$ cat config.mk
export PLATFORM = sky130hd
export DESIGN_NAME = hdt_ctrl
export DESIGN_NICKNAME = d
export VERILOG_FILES = /design/src/rtl/hdt_pkg.sv /design/src/rtl/hdt_regs.sv /design/src/rtl/hdt_decide.sv /design/src/rtl/hdt_ctrl.sv
export SDC_FILE = /design/constraint.sdc
export NUM_CORES = 1
export LEC_CHECK = 0
export BUFFER_PORTS_ARGS = -buffer_cell sky130_fd_sc_hd__buf_2
export CAP_MARGIN = 20
export CORE_AREA = 10 10 59 61
export CTS_BUF_LIST = sky130_fd_sc_hd__clkbuf_16
export DETAILED_ROUTE_END_ITERATION = 16
export DIE_AREA = 0 0 69 71
export PLACE_DENSITY = 0.83
export SLEW_MARGIN = 20
export SYNTH_ARGS = -nofsm -noshare
export SYNTH_HDL_FRONTEND = slang
export SYNTH_SLANG_ARGS = --single-unit
$ cat constraint.sdc
create_clock -name clk -period 0.8 [get_ports clk]
set_input_delay 0.04 -clock clk [delete_from_list [all_inputs] [get_ports clk]]
set_output_delay 0.04 -clock clk [all_outputs]
set_load 0.02 [all_outputs]
$ cat src/rtl/hdt_pkg.sv
package hdt_pkg;
  localparam int POS_ROM   = 11;
  localparam int POS_OS    = 10;
  localparam int POS_DBG   = 9;
  localparam int POS_ROUTE = 8;
  localparam int POS_HPM   = 7;
  localparam int POS_PM    = 6;
  localparam int NCLS      = 4;

  typedef enum logic [1:0] {
    CLS_ROM = 2'd0,
    CLS_OS  = 2'd1,
    CLS_DBG = 2'd2,
    CLS_PMU = 2'd3
  } acc_cls_e;

  typedef struct packed {
    logic rom;
    logic os;
    logic dbg;
    logic route;
    logic hpm;
    logic pm;
  } ctl_t;
endpackage

$ cat src/rtl/hdt_regs.sv
module hdt_regs
  import hdt_pkg::*;
#(
  parameter int REG_W = 32
) (
  input  logic             clk,
  input  logic             rst,
  input  logic             wr_en,
  input  logic [REG_W-1:0] wr_data,
  input  logic             rd_en,
  output logic [REG_W-1:0] rd_data,
  output ctl_t             ctl
);
  ctl_t             ctl_q;
  logic             hpm_q;
  logic [REG_W-1:0] image;

  // trap and routing bits: cleared by reset
  always_ff @(posedge clk) begin
    if (rst) begin
      ctl_q.rom   <= 1'b0;
      ctl_q.os    <= 1'b0;
      ctl_q.dbg   <= 1'b0;
      ctl_q.route <= 1'b0;
      ctl_q.pm    <= 1'b0;
    end else if (wr_en) begin
      ctl_q.rom   <= wr_data[POS_ROM];
      ctl_q.os    <= wr_data[POS_OS];
      ctl_q.dbg   <= wr_data[POS_DBG];
      ctl_q.route <= wr_data[POS_ROUTE];
      ctl_q.pm    <= wr_data[POS_PM];
    end
  end

  // counter enable bit: no reset value
  always_ff @(posedge clk) begin
    if (wr_en) hpm_q <= wr_data[POS_HPM];
  end

  always_comb begin
    ctl       = ctl_q;
    ctl.hpm   = hpm_q;
    image     = '0;
    image[POS_ROM]   = ctl_q.rom;
    image[POS_OS]    = ctl_q.os;
    image[POS_DBG]   = ctl_q.dbg;
    image[POS_ROUTE] = ctl_q.route;
    image[POS_HPM]   = hpm_q;
    image[POS_PM]    = ctl_q.pm;
  end

  always_ff @(posedge clk) begin
    if (rst)        rd_data <= '0;
    else if (rd_en) rd_data <= image;
    else            rd_data <= '0;
  end
endmodule

$ cat src/rtl/hdt_decide.sv
module hdt_decide
  import hdt_pkg::*;
#(
  parameter int EL_W   = 2,
  parameter int HYP_EL = 2
) (
  input  ctl_t            ctl,
  input  logic            acc_vld,
  input  logic [EL_W-1:0] acc_el,
  input  logic            acc_ns,
  input  logic [1:0]      acc_cls,
  input  logic            hyp_takeover,
  input  logic            swdbg_req,
  output logic            trap_o,
  output logic            route_o
);
  localparam logic [EL_W-1:0] HYP_LVL = EL_W'(HYP_EL);

  logic            lower_ns;
  logic            force_dbg;
  logic [NCLS-1:0] cls_hit;
  logic [NCLS-1:0] cls_sel;

  assign lower_ns  = acc_ns && (acc_el < HYP_LVL);
  assign force_dbg = hyp_takeover || ctl.route;

  always_comb begin
    cls_hit          = '0;
    cls_hit[CLS_ROM] = ctl.rom || force_dbg;
    cls_hit[CLS_OS]  = ctl.os  || force_dbg;
    cls_hit[CLS_DBG] = ctl.dbg || force_dbg;
    cls_hit[CLS_PMU] = ctl.pm;
  end

  for (genvar g = 0; g < NCLS; g++) begin : g_sel
    assign cls_sel[g] = (acc_cls == 2'(g)) && cls_hit[g];
  end

  assign trap_o  = acc_vld && lower_ns && (|cls_sel);
  assign route_o = swdbg_req && lower_ns && force_dbg;
endmodule

$ cat src/rtl/hdt_ctrl.sv
module hdt_ctrl
  import hdt_pkg::*;
#(
  parameter int REG_W  = 32,
  parameter int EL_W   = 2,
  parameter int HYP_EL = 2
) (
  input  logic             clk,
  input  logic             rst,
  input  logic             wr_en,
  input  logic [REG_W-1:0] wr_data,
  input  logic             rd_en,
  output logic [REG_W-1:0] rd_data,
  input  logic             acc_vld,
  input  logic [EL_W-1:0]  acc_el,
  input  logic             acc_ns,
  input  logic [1:0]       acc_cls,
  input  logic             hyp_takeover,
  input  logic             swdbg_req,
  output logic             trap_o,
  output logic             route_o
);
  ctl_t ctl;

  hdt_regs #(.REG_W(REG_W)) u_regs (
    .clk     (clk),
    .rst     (rst),
    .wr_en   (wr_en),
    .wr_data (wr_data),
    .rd_en   (rd_en),
    .rd_data (rd_data),
    .ctl     (ctl)
  );

  hdt_decide #(.EL_W(EL_W), .HYP_EL(HYP_EL)) u_decide (
    .ctl          (ctl),
    .acc_vld      (acc_vld),
    .acc_el       (acc_el),
    .acc_ns       (acc_ns),
    .acc_cls      (acc_cls),
    .hyp_takeover (hyp_takeover),
    .swdbg_req    (swdbg_req),
    .trap_o       (trap_o),
    .route_o      (route_o)
  );
endmodule

==> flow_summary.yaml <==
sta:
  finalWorstSetupSlack_ps: -445
  setup_viol: 2
  timing.fmax_mhz: 803
  min_period_over_period: 1.56
  skew_ps: 2.85
  maxSlewViolCount: 0
  post-route-min-period_ps: 1240
  rsz0062_at_grt: "true"
  hold_viol_final: 0
synth:
  synth_most_common_cell: "buf_4"
  synth.avg_cell_area_um2: 9.89
  async_flop_share: 0
  synth_edf_count: 1
  synth_cell_types: 17
  seq_area_frac_synth: 0.389
  synthCells: 65
  synth_top_area_share: 0.342
  synthTopCellsByCount: "buf_4 (26), dfxtp_1 (11), mux2i_1 (6)"
  ys_ff_latch: 12
  syn_area_um2: 643
  synth_area_leader_cell: "dfxtp_1"
  yosys_warnings: 0
  synthTopCellsByArea: "dfxtp_1 (34%), buf_4 (30%), mux2i_1 (9.3%)"
  ys.flop_type: "dfxtp_1"
placed_design:
  preCtsSetupSlack_ps: -173
  dpl.hpwl_um: 1310
  port_buffers: 24
  place_inst: 122
  place.gp.congestion: 0.801
floorplan:
  start_util: 0.269
  num_io_pins: 78
  core_um2: 2390
  die-area_um2: 4900
  die_h_um: 71
  core.rowCount: 18
  dieWidth_um: 69
power_and_ir_drop:
  p_per_area_nw_per_um2: 2150
  p_leak_uw: 0.000463
  power_uw: 1880
  vdd_ir_drop_max_uv: 1280
final_layout:
  diodes: 0
  drive_above_1_share: 0.423
  nNetsFinal: 142
  stdcell_count: 127
  syn_to_final_growth_pct: 35.4
grt:
  grtUsageTotal: 0.0596
  grt_pass1_wl_um: 2420
  grt_max_degree: 8
  antenna_found_initial: 0
  overflow: 0
  grt_pass1_vias: 565
clock_tree:
  root_buffer: "clkbuf_16"
  ctsHtreeMaxLevel: 1
  clkTransAtPathRegs_ps: 40
  cts_sinks: 12
  clock_path_buffers: 2
  cts_buffers: 3
  clk_latency_ps: 240
  tritoncts: "built"
hold_path:
  holdCritStartpoint: "rst"
  hold_end: "u_regs.ctl[2]$_SDFFE_PP0P_"
  hp-class: "in2reg"
  hold_path_depth: 2
setup_path:
  r2r_start: "u_regs.ctl[2]$_SDFFE_PP0P_"
  r2r_end: "u_regs.ctl[2]$_SDFFE_PP0P_"
  end_kind: "output port"
  r2r_setup_slack_ps: 40
  worstPathArrival_ps: 1200
  crit_fanout: 3
  reg2reg_depth: 3
  critPathLaunchType: "register"
  crit_required_ps: 760
  crit_type: "reg2out"
drt:
  wl_um: 1620
  route.detailed.drc: 0
  dr.pass1.iters: 3
  antenna_left: 0
  viasPerCell: 3.65
  drt_iter0_drc: 42
  routedWlPerCell_um: 12.7
  num_vias: 464
status:
  failed_checks: "negative setup slack"
  outcome: "finished with violations"
job:
  cap_violations: 0
-- area by class of cell --
class                           count  area, um^2
Clock buffer                        3        75.1
Clock inverter                      1        3.75
Fill cell                         249        1520
Multi-Input combinational cell     51         318
Sequential cell                    12         256
Tap cell                           30        37.5
Timing Repair Buffer               30         180
-- layout by cell type (no fill, tap or decap), drive strengths merged, types with 2 or more instances in the layout --
master / instances
nor2b: 2
dfxtp: 11
buf: 29
clkbuf: 3
nor2: 5
and2: 6
mux2i: 6
conb: 26
-- how the worst max path moves through the flow --
stage	slack [ps]	depth (start not counted)	endpoint	startpoint
finish	-440	3	trap_o	u_regs.ctl[2]$_SDFFE_PP0P_
global route	-480	4	trap_o	u_regs.ctl[0]$_SDFFE_PP0P_
CTS	-430	3	trap_o	u_regs.ctl[2]$_SDFFE_PP0P_
detailed placement	-170	3	trap_o	u_regs.ctl[3]$_SDFFE_PP0P_
global placement	-160	3	trap_o	u_regs.ctl[3]$_SDFFE_PP0P_
floorplan	-150	3	trap_o	u_regs.ctl[0]$_SDFFE_PP0P_
-- stage by stage --
stage / hold WS [ps] / area [um^2] / setup TNS, ps / util
global route: 65.9 / 871 / -813 / 0.365
finish: 39.1 / 871 / -755 / 0.365
CTS: 42.3 / 840 / -711 / 0.352
floorplan: 105 / 746 / -148 / -
detailed placement: 221 / 741 / -227 / 0.310
global placement: 221 / 741 / -206 / 0.310
-- power by group --
part | switching (uW) | leakage [uW] | internal [uW] | total, uW
registers | 14.8 | 0.000101 | 636 | 651
logic | 202 | 0.000323 | 108 | 310
clock network | 257 | 0.0000385 | 657 | 915
-- worst max-delay path, cell delays in order, from the launching register on --
cell and delay [ps]:
dfxtp_4 350, o41ai_4 330, a221oi_2 110, buf_4 170
-- metal layers --
metal	up-vias	wire [um]	track usage
li1	223	-	-
met1	198	720	0.0666
met2	40	684	0.0833
met3	3	172	0.0307
met4	0	42	0.0470
met5	-	0	0
-- logic make-up after synthesis --
logic type | synth area share
buffers and inverters | 0.311
DFF | 0.389
muxes | 0.0934
other | 0.00583
and+or+nand+nor | 0.136
AOI/OAI and AO/OA | 0.0642
-- what timing repair did --
| action | 4_1_cts | 5_1_grt |
|---|---|---|
| setup endpoints to repair | 2 | 3 |
| pin swaps | 2 | 1 |
| hold endpoints to repair | 1 | 0 |
| hold buffers | 1 | 0 |
| gates resized for setup | 4 | 6 |
| setup buffers | 0 | 0 |
-- registers in the layout, indices dropped and copies added (netlist names) --
register	flops
u_regs.hpm_q	1
u_regs.ctl	5
u_regs.rd_data	6
(Power assumes the default switching activity.)
